==> config.mk <==
export PLATFORM = sky130hd
export DESIGN_NAME = mtimer_unit
export DESIGN_NICKNAME = d
export VERILOG_FILES = /design/src/rtl/mtu_pkg.sv /design/src/rtl/mtu_prescaler.sv /design/src/rtl/mtu_channel.sv /design/src/rtl/mtu_irq.sv /design/src/rtl/mtimer_unit.sv
export SDC_FILE = /design/constraint.sdc
export NUM_CORES = 1
export LEC_CHECK = 0
export BUFFER_PORTS_ARGS = -buffer_cell sky130_fd_sc_hd__buf_4
export CAP_MARGIN = 10
export CORE_MARGIN = 2
export CORE_UTILIZATION = 60
export CTS_BUF_LIST = sky130_fd_sc_hd__clkbuf_8 sky130_fd_sc_hd__clkbuf_16
export DETAILED_ROUTE_END_ITERATION = 7
export HOLD_SLACK_MARGIN = 0.02
export PLACE_DENSITY = 0.81
export SYNTH_ARGS = -nofsm -noshare
export SYNTH_HDL_FRONTEND = slang
export SYNTH_SLANG_ARGS = --single-unit
==> constraint.sdc <==
create_clock -name clk -period 3.2 [get_ports clk]
set_clock_uncertainty 0.1 [all_clocks]
set_input_delay 0.16 -clock clk [delete_from_list [all_inputs] [get_ports clk]]
set_output_delay 0.16 -clock clk [all_outputs]
set_load 0.005 [all_outputs]
==> src/rtl/mtu_pkg.sv <==
// Shared constants and types for the timer unit.
// Assumes word addressing with four words per channel.
package mtu_pkg;
    localparam int REG_MASK  = 0;
    localparam int REG_RAW   = 1;
    localparam int REG_MIS   = 2;
    localparam int REG_CLR   = 3;
    localparam int CH_BASE   = 16;
    localparam int CH_STRIDE = 4;
    localparam int OFS_LOAD  = 0;
    localparam int OFS_BG    = 1;
    localparam int OFS_VAL   = 2;
    localparam int OFS_CTL   = 3;
    localparam int CTL_W     = 4;

    // Control word layout, bit 3 down to bit 0.
    typedef struct packed {
        logic div16;
        logic wide;
        logic oneshot;
        logic en;
    } ctl_t;
endpackage

==> src/rtl/mtu_prescaler.sv <==
// Per-channel tick generator: either every clock or once per DIV clocks.
// Assumes DIV >= 2; the phase restarts whenever run is low.
module mtu_prescaler #(
    parameter int DIV = 16
) (
    input  logic clk,
    input  logic rst_n,
    input  logic run,
    input  logic div_sel,
    output logic tick
);
    localparam int PW = $clog2(DIV);
    localparam logic [PW-1:0] LAST = PW'(DIV - 1);

    logic [PW-1:0] phase;

    // Phase counter: cleared while stopped, wraps at LAST while running.
    always_ff @(posedge clk) begin
        if (!rst_n)             phase <= '0;
        else if (!run)          phase <= '0;
        else if (phase == LAST) phase <= '0;
        else                    phase <= phase + 1'b1;
    end

    assign tick = run & (~div_sel | (phase == LAST));
endmodule

==> src/rtl/mtu_channel.sv <==
// One down-counter with immediate load, background reload, one-shot/periodic
// behaviour and a narrow/wide width select. Assumes CW > NARROW.
// evt_o pulses combinationally in the cycle whose edge takes the count 1 -> 0.
module mtu_channel
    import mtu_pkg::*;
#(
    parameter int CW     = 32,
    parameter int NARROW = 16,
    parameter int DIV    = 16
) (
    input  logic          clk,
    input  logic          rst_n,
    input  logic          ld_we,
    input  logic          bg_we,
    input  logic          ctl_we,
    input  logic [CW-1:0] wdata,
    output logic [CW-1:0] cnt_o,
    output logic [CW-1:0] bg_o,
    output ctl_t          ctl_o,
    output logic          evt_o
);
    localparam logic [CW-1:0] NMASK = {{(CW-NARROW){1'b0}}, {NARROW{1'b1}}};

    ctl_t          ctl;
    logic [CW-1:0] cnt;
    logic [CW-1:0] bg;
    logic [CW-1:0] span;
    logic [CW-1:0] cur;
    logic [CW-1:0] bg_span;
    logic [CW-1:0] nxt;
    logic          tick;

    assign span    = ctl.wide ? {CW{1'b1}} : NMASK;
    assign cur     = cnt & span;
    assign bg_span = bg & span;

    mtu_prescaler #(.DIV(DIV)) u_pre (
        .clk     (clk),
        .rst_n   (rst_n),
        .run     (ctl.en),
        .div_sel (ctl.div16),
        .tick    (tick)
    );

    // Control word register.
    always_ff @(posedge clk) begin
        if (!rst_n)      ctl <= '0;
        else if (ctl_we) ctl <= ctl_t'(wdata[CTL_W-1:0]);
    end

    // Reload value: written by both the load and the background ports.
    always_ff @(posedge clk) begin
        if (!rst_n)              bg <= '0;
        else if (ld_we || bg_we) bg <= wdata;
    end

    // Next count on a tick: decrement, park, reload, or wrap.
    always_comb begin
        if (cur == '0) begin
            if (ctl.oneshot)        nxt = '0;
            else if (bg_span == '0) nxt = span;
            else                    nxt = bg_span;
        end else begin
            nxt = cur - 1'b1;
        end
    end

    // Counter: a load write wins over a tick.
    always_ff @(posedge clk) begin
        if (!rst_n)     cnt <= '0;
        else if (ld_we) cnt <= wdata & span;
        else if (tick)  cnt <= nxt;
    end

    assign evt_o = tick & ~ld_we & (cur == CW'(1));
    assign cnt_o = cur;
    assign bg_o  = bg;
    assign ctl_o = ctl;
endmodule

==> src/rtl/mtu_irq.sv <==
// Shared interrupt logic: mask, raw status with write-one-to-clear, and the
// combined line. Assumes evt is a single-cycle pulse per channel.
module mtu_irq #(
    parameter int NCH = 4
) (
    input  logic           clk,
    input  logic           rst_n,
    input  logic           mask_we,
    input  logic           clr_we,
    input  logic [NCH-1:0] wbits,
    input  logic [NCH-1:0] evt,
    output logic [NCH-1:0] mask_o,
    output logic [NCH-1:0] raw_o,
    output logic [NCH-1:0] mis_o,
    output logic           irq_o
);
    logic [NCH-1:0] mask;
    logic [NCH-1:0] raw;
    logic [NCH-1:0] clr_bits;

    assign clr_bits = clr_we ? wbits : '0;

    // Mask register.
    always_ff @(posedge clk) begin
        if (!rst_n)       mask <= '0;
        else if (mask_we) mask <= wbits;
    end

    // Raw status: a new event beats a clear of the same bit.
    always_ff @(posedge clk) begin
        if (!rst_n) raw <= '0;
        else        raw <= (raw & ~clr_bits) | evt;
    end

    assign mask_o = mask;
    assign raw_o  = raw;
    assign mis_o  = raw & mask;
    assign irq_o  = |(raw & mask);
endmodule

==> src/rtl/mtimer_unit.sv <==
// Timer unit top: address decode, per-channel counters, interrupt block and
// the read mux. Assumes NCH <= CW and that the channel window fits in AW bits.
module mtimer_unit
    import mtu_pkg::*;
#(
    parameter int NCH     = 4,
    parameter int CW      = 32,
    parameter int AW      = 8,
    parameter int NARROW  = 16,
    parameter int PRE_DIV = 16
) (
    input  logic          clk,
    input  logic          rst_n,
    input  logic [AW-1:0] bus_addr,
    input  logic          bus_we,
    input  logic [CW-1:0] bus_wdata,
    output logic [CW-1:0] bus_rdata,
    output logic          irq_o
);
    localparam int CH_TOP = CH_BASE + CH_STRIDE * NCH;

    logic                          in_ch;
    logic [AW-1:0]                 ch_rel;
    logic [AW-3:0]                 ch_sel;
    logic [1:0]                    ofs;
    logic [NCH-1:0]                ld_we;
    logic [NCH-1:0]                bg_we;
    logic [NCH-1:0]                ctl_we;
    logic [NCH-1:0]                ch_evt;
    logic [NCH-1:0][CW-1:0]        ch_cnt;
    logic [NCH-1:0][CW-1:0]        ch_bg;
    logic [NCH-1:0][CTL_W-1:0]     ch_ctl;
    logic                          mask_we;
    logic                          clr_we;
    logic [NCH-1:0]                wbits;
    logic [NCH-1:0]                irq_mask;
    logic [NCH-1:0]                irq_raw;
    logic [NCH-1:0]                irq_mis;

    assign in_ch   = (bus_addr >= AW'(CH_BASE)) && ({1'b0, bus_addr} < (AW+1)'(CH_TOP));
    assign ch_rel  = bus_addr - AW'(CH_BASE);
    assign ch_sel  = ch_rel[AW-1:2];
    assign ofs     = ch_rel[1:0];
    assign mask_we = bus_we && (bus_addr == AW'(REG_MASK));
    assign clr_we  = bus_we && (bus_addr == AW'(REG_CLR));
    assign wbits   = bus_wdata[NCH-1:0];

    for (genvar g = 0; g < NCH; g++) begin : g_ch
        logic hit;
        ctl_t ctl_g;
        assign hit       = bus_we && in_ch && (ch_sel == (AW-2)'(g));
        assign ld_we[g]  = hit && (ofs == 2'(OFS_LOAD));
        assign bg_we[g]  = hit && (ofs == 2'(OFS_BG));
        assign ctl_we[g] = hit && (ofs == 2'(OFS_CTL));
        assign ch_ctl[g] = ctl_g;

        mtu_channel #(.CW(CW), .NARROW(NARROW), .DIV(PRE_DIV)) u_ch (
            .clk    (clk),
            .rst_n  (rst_n),
            .ld_we  (ld_we[g]),
            .bg_we  (bg_we[g]),
            .ctl_we (ctl_we[g]),
            .wdata  (bus_wdata),
            .cnt_o  (ch_cnt[g]),
            .bg_o   (ch_bg[g]),
            .ctl_o  (ctl_g),
            .evt_o  (ch_evt[g])
        );
    end

    mtu_irq #(.NCH(NCH)) u_irq (
        .clk     (clk),
        .rst_n   (rst_n),
        .mask_we (mask_we),
        .clr_we  (clr_we),
        .wbits   (wbits),
        .evt     (ch_evt),
        .mask_o  (irq_mask),
        .raw_o   (irq_raw),
        .mis_o   (irq_mis),
        .irq_o   (irq_o)
    );

    // Read mux: channel window first, then the shared words.
    always_comb begin
        bus_rdata = '0;
        if (in_ch) begin
            for (int c = 0; c < NCH; c++) begin
                if (ch_sel == (AW-2)'(c)) begin
                    case (ofs)
                        2'(OFS_LOAD), 2'(OFS_BG): bus_rdata = ch_bg[c];
                        2'(OFS_VAL):              bus_rdata = ch_cnt[c];
                        default:                  bus_rdata = {{(CW-CTL_W){1'b0}}, ch_ctl[c]};
                    endcase
                end
            end
        end else if (bus_addr == AW'(REG_MASK)) begin
            bus_rdata = {{(CW-NCH){1'b0}}, irq_mask};
        end else if (bus_addr == AW'(REG_RAW)) begin
            bus_rdata = {{(CW-NCH){1'b0}}, irq_raw};
        end else if (bus_addr == AW'(REG_MIS)) begin
            bus_rdata = {{(CW-NCH){1'b0}}, irq_mis};
        end
    end
endmodule

==> results.cfg <==
[place]
place_ws_ns = 0.233
portBuffers = 75
placed_area_sq_um = 20300
dpl.hpwl_mm = 55.3
place_congestion = 1.05

[sta]
final.setup.tns_ns = 0
rsz0062_at_grt = false
hold_violations = 0
final-max-slew-violation-count = 0
fin_crit_sh_pct = 97.2
setup-violations-final = 0
fin_crit_ns = 3.11
slew_headroom_pct = 30.7
clock.fmax_ghz = 0.321
fin_ws_ns = 0.0889
worst_pin_slew_ns = 1.04

[cells_and_area]
seq_area_sq_um = 5930
multi_input_area_sq_um = 12200
n_antenna_cell = 0
final_area_sq_um = 21800
syn_to_final_growth_pct = 14.2
drive_above_1_share_pct = 12.5
fillers = 2625
fin_nets = 2717

[synth]
syn_area_sq_um = 19100
synth_edf_count = 0
ys_ff_latch = 296
synth_area_per_cell_sq_um = 7.27
synth_seq_area_share_pct = 31.1
synth_ff_type = dfxtp_1
ys_async_sr_fraction_pct = 0
ys_warn_count = 0
synth_cells = 2622
synth_nets = 2677
yosys.cell_types.count = 83

[clock_network]
cts_setup_buffers = 0
cts-root-buf = clkbuf_16
cts.reportedPaths.clkPinSlew_ns = 0.06
cts_htree_levels = 2
cts_resized = 0
cts_hold_buf = 33
numCtsBuffers = 35
clk_path_buf_depth = 3
cts_tree = built
clk_latency_ns = 0.54
cts.sinks = 296

[routing]
drt_iter0_drc = 3087
wl_mm = 78.4
first_pass_iters = 6
vias = 22049
ant_nets = 0
viasPerCell = 7.14
drc_errors = 0
wire_per_inst_um = 25.4

[job]
max_cap_violations = 0

[grt]
grt_pass1_wl_mm = 120
grt_busiest_layer = met2
grt_overflow = 0
grt_pass1_vias = 20798
grt.met1_usage_pct = 55.1
grt_max_degree = 79
met3_usage_pct = 11.9
global_route.usage.met2_pct = 74.2
grt_use_total_pct = 46.0
antenna_found_initial = 0

[critical_path]
crit_chain = and2_1 > a22oi_1 > a21oi_1 > nor2_1 > nor4_1 > buf_4
slowest_delay_ns = 0.64
critPathRequiredTime_ns = 2.94
cp_slowest_cell = dfxtp_1
end_kind = primary output
critical_path.max_fanout = 13
critPathTopFamily = simple AND/OR/NAND/NOR gates
worst_ep_arrival_time_ns = 2.85
path_class = flop to primary output
start_kind = flop
critPathBufInv = 1

[run_status]
outcome = finished clean

[power_and_ir_drop]
ir_drop_mv = 0.340
p_leak_nw = 8.10
power_density_nw_per_um2 = 391

[floorplan]
die-area_sq_um = 33200
io_pins = 76
fp.dieW_um = 182
coreArea_sq_um = 31400
die_h_um = 182
initial_core_util_pct = 60.7
rows = 65

[min_path]
hold_path.class = input pin to flop
-- synthesized netlist by cell type, drive strengths merged (9+ instances only) --
master,instances,area share [%]
a211oi,11,0.43
inv,22,0.43
o2bb2ai,9,0.41
a32oi,22,1.0
o31ai,14,0.55
xnor2,9,0.41
ha,12,0.79
a22oi,90,3.5
nand4,29,0.98
o211ai,45,1.8
o22ai,22,0.72
a31oi,34,1.1
nor2b,37,1.2
nand3,59,1.6
o21ai,152,4.0
dfxtp,296,31
o21bai,9,0.35
xor2,30,1.4
clkbuf,212,4.2
or3,25,0.82
and3,12,0.39
nand2b,10,0.33
buf,21,0.47
o21a,20,0.79
nor2,252,5.0
a221oi,36,1.7
o41ai,10,0.54
a21oi,250,6.6
o221ai,13,0.60
nor3,46,1.3
or2,12,0.39
mux2i,27,1.4
nor4,92,3.2
nand2,469,9.3
or4,28,1.1
and2,10,0.33
a22o,43,2.0
mux4,22,2.6
-- tightest hold or removal path, delay by kind of cell --
kind	cells	cell delay, ns
simple gates	4	0.33
buf+inv	1	0.14
compound gates	1	0.06
-- cells by family after synthesis --
| group | share of synthesized area (%) |
|---|---|
| compound gates | 29.8 |
| buf+inv | 5.15 |
| simple gates | 27.2 |
| fa+ha+maj | 0.788 |
| mux | 4.25 |
| xor+xnor | 1.79 |
| flops | 31.1 |
-- final timing paths --
path,startpoint,endpoint,slack [ns],depth (start not counted)
min reg2reg,g_ch[1].u_ch.u_pre.phase[0]$_SDFF_PP0_,g_ch[1].u_ch.u_pre.phase[0]$_SDFF_PP0_,0.34,1
max reg2reg,g_ch[3].u_ch.cnt[16]$_SDFFE_PN0P_,g_ch[3].u_ch.cnt[24]$_SDFFE_PN0P_,0.16,6
min,bus_we,u_irq.raw_o[2]$_SDFF_PN0_,0.08,6
max,g_ch[1].u_ch.ctl_o[2]$_SDFFE_PN0P_,bus_rdata[19],0.09,6
-- layout make-up --
cell class | count | share of cell area [%]
flip-flops and latches | 296 | 27.2
clock buffers | 40 | 4.34
well taps | 402 | 2.31
multi-input cells | 2069 | 56.0
inverters | 24 | 0.437
clock inverters | 19 | 0.977
repair buffers | 236 | 8.69
-- layer usage --
metal  routed length [um]  vias up
met5                    0        -
met1                27500    10175
met3                 9980      382
met2                35300     1695
li1                     -     9797
met4                 5600        0
-- where the power goes --
part / internal [W] / switching, W
registers: 0.00369 / 0.00000873
clock network: 0.00244 / 0.00167
logic: 0.000211 / 0.000487
-- cell usage in the layout (no fill, tap or decap), types with 8 or more instances in the layout --
cell type and n:
ha_1 12, o21bai_1 9, o21ai_0 152, o22ai_1 22, and3_1 12, a31oi_1 34, o41ai_1 8, nand4_1 28
nor4_1 87, a22o_1 43, clkbuf_16 35, dlygate4sd3_1 33, a32oi_1 22, or3_1 25, inv_1 23, o2bb2ai_1 9
or4_1 28, a221oi_1 36, a21oi_1 246, buf_4 200, o21a_1 20, xor2_1 30, mux4_2 22, mux2i_1 27
a22oi_1 90, and2_1 10, o31ai_1 14, nand2_1 468, xnor2_1 9, dfxtp_1 296, nand3_1 58, nor3_1 39
or2_2 12, nor2b_1 37, o221ai_1 13, a211oi_1 11, nand2b_1 10, nor2_1 248, o211ai_1 44
-- state kept, by name (all words and copies together) (netlist names) --
name,cells
u_irq.mask_o,4
g_ch.u_ch.ctl_o,16
g_ch.u_ch.cnt,128
g_ch.u_ch.u_pre.phase,16
u_irq.raw_o,4
g_ch.u_ch.bg_o,128
-- per-stage QoR --
stage	hold WS, ns	instances	power [W]	util, %
after floorplan	0.240	2622	0.00414	-
after global routing	0.110	3086	0.00866	69.3
after global placement	0.326	2994	0.00439	64.6
after CTS	0.0609	3086	0.00845	69.3
final	0.0829	3086	0.00851	69.3
after detailed placement	0.337	2994	0.00440	64.6
Note: power is estimated with default switching activity, not from simulation.
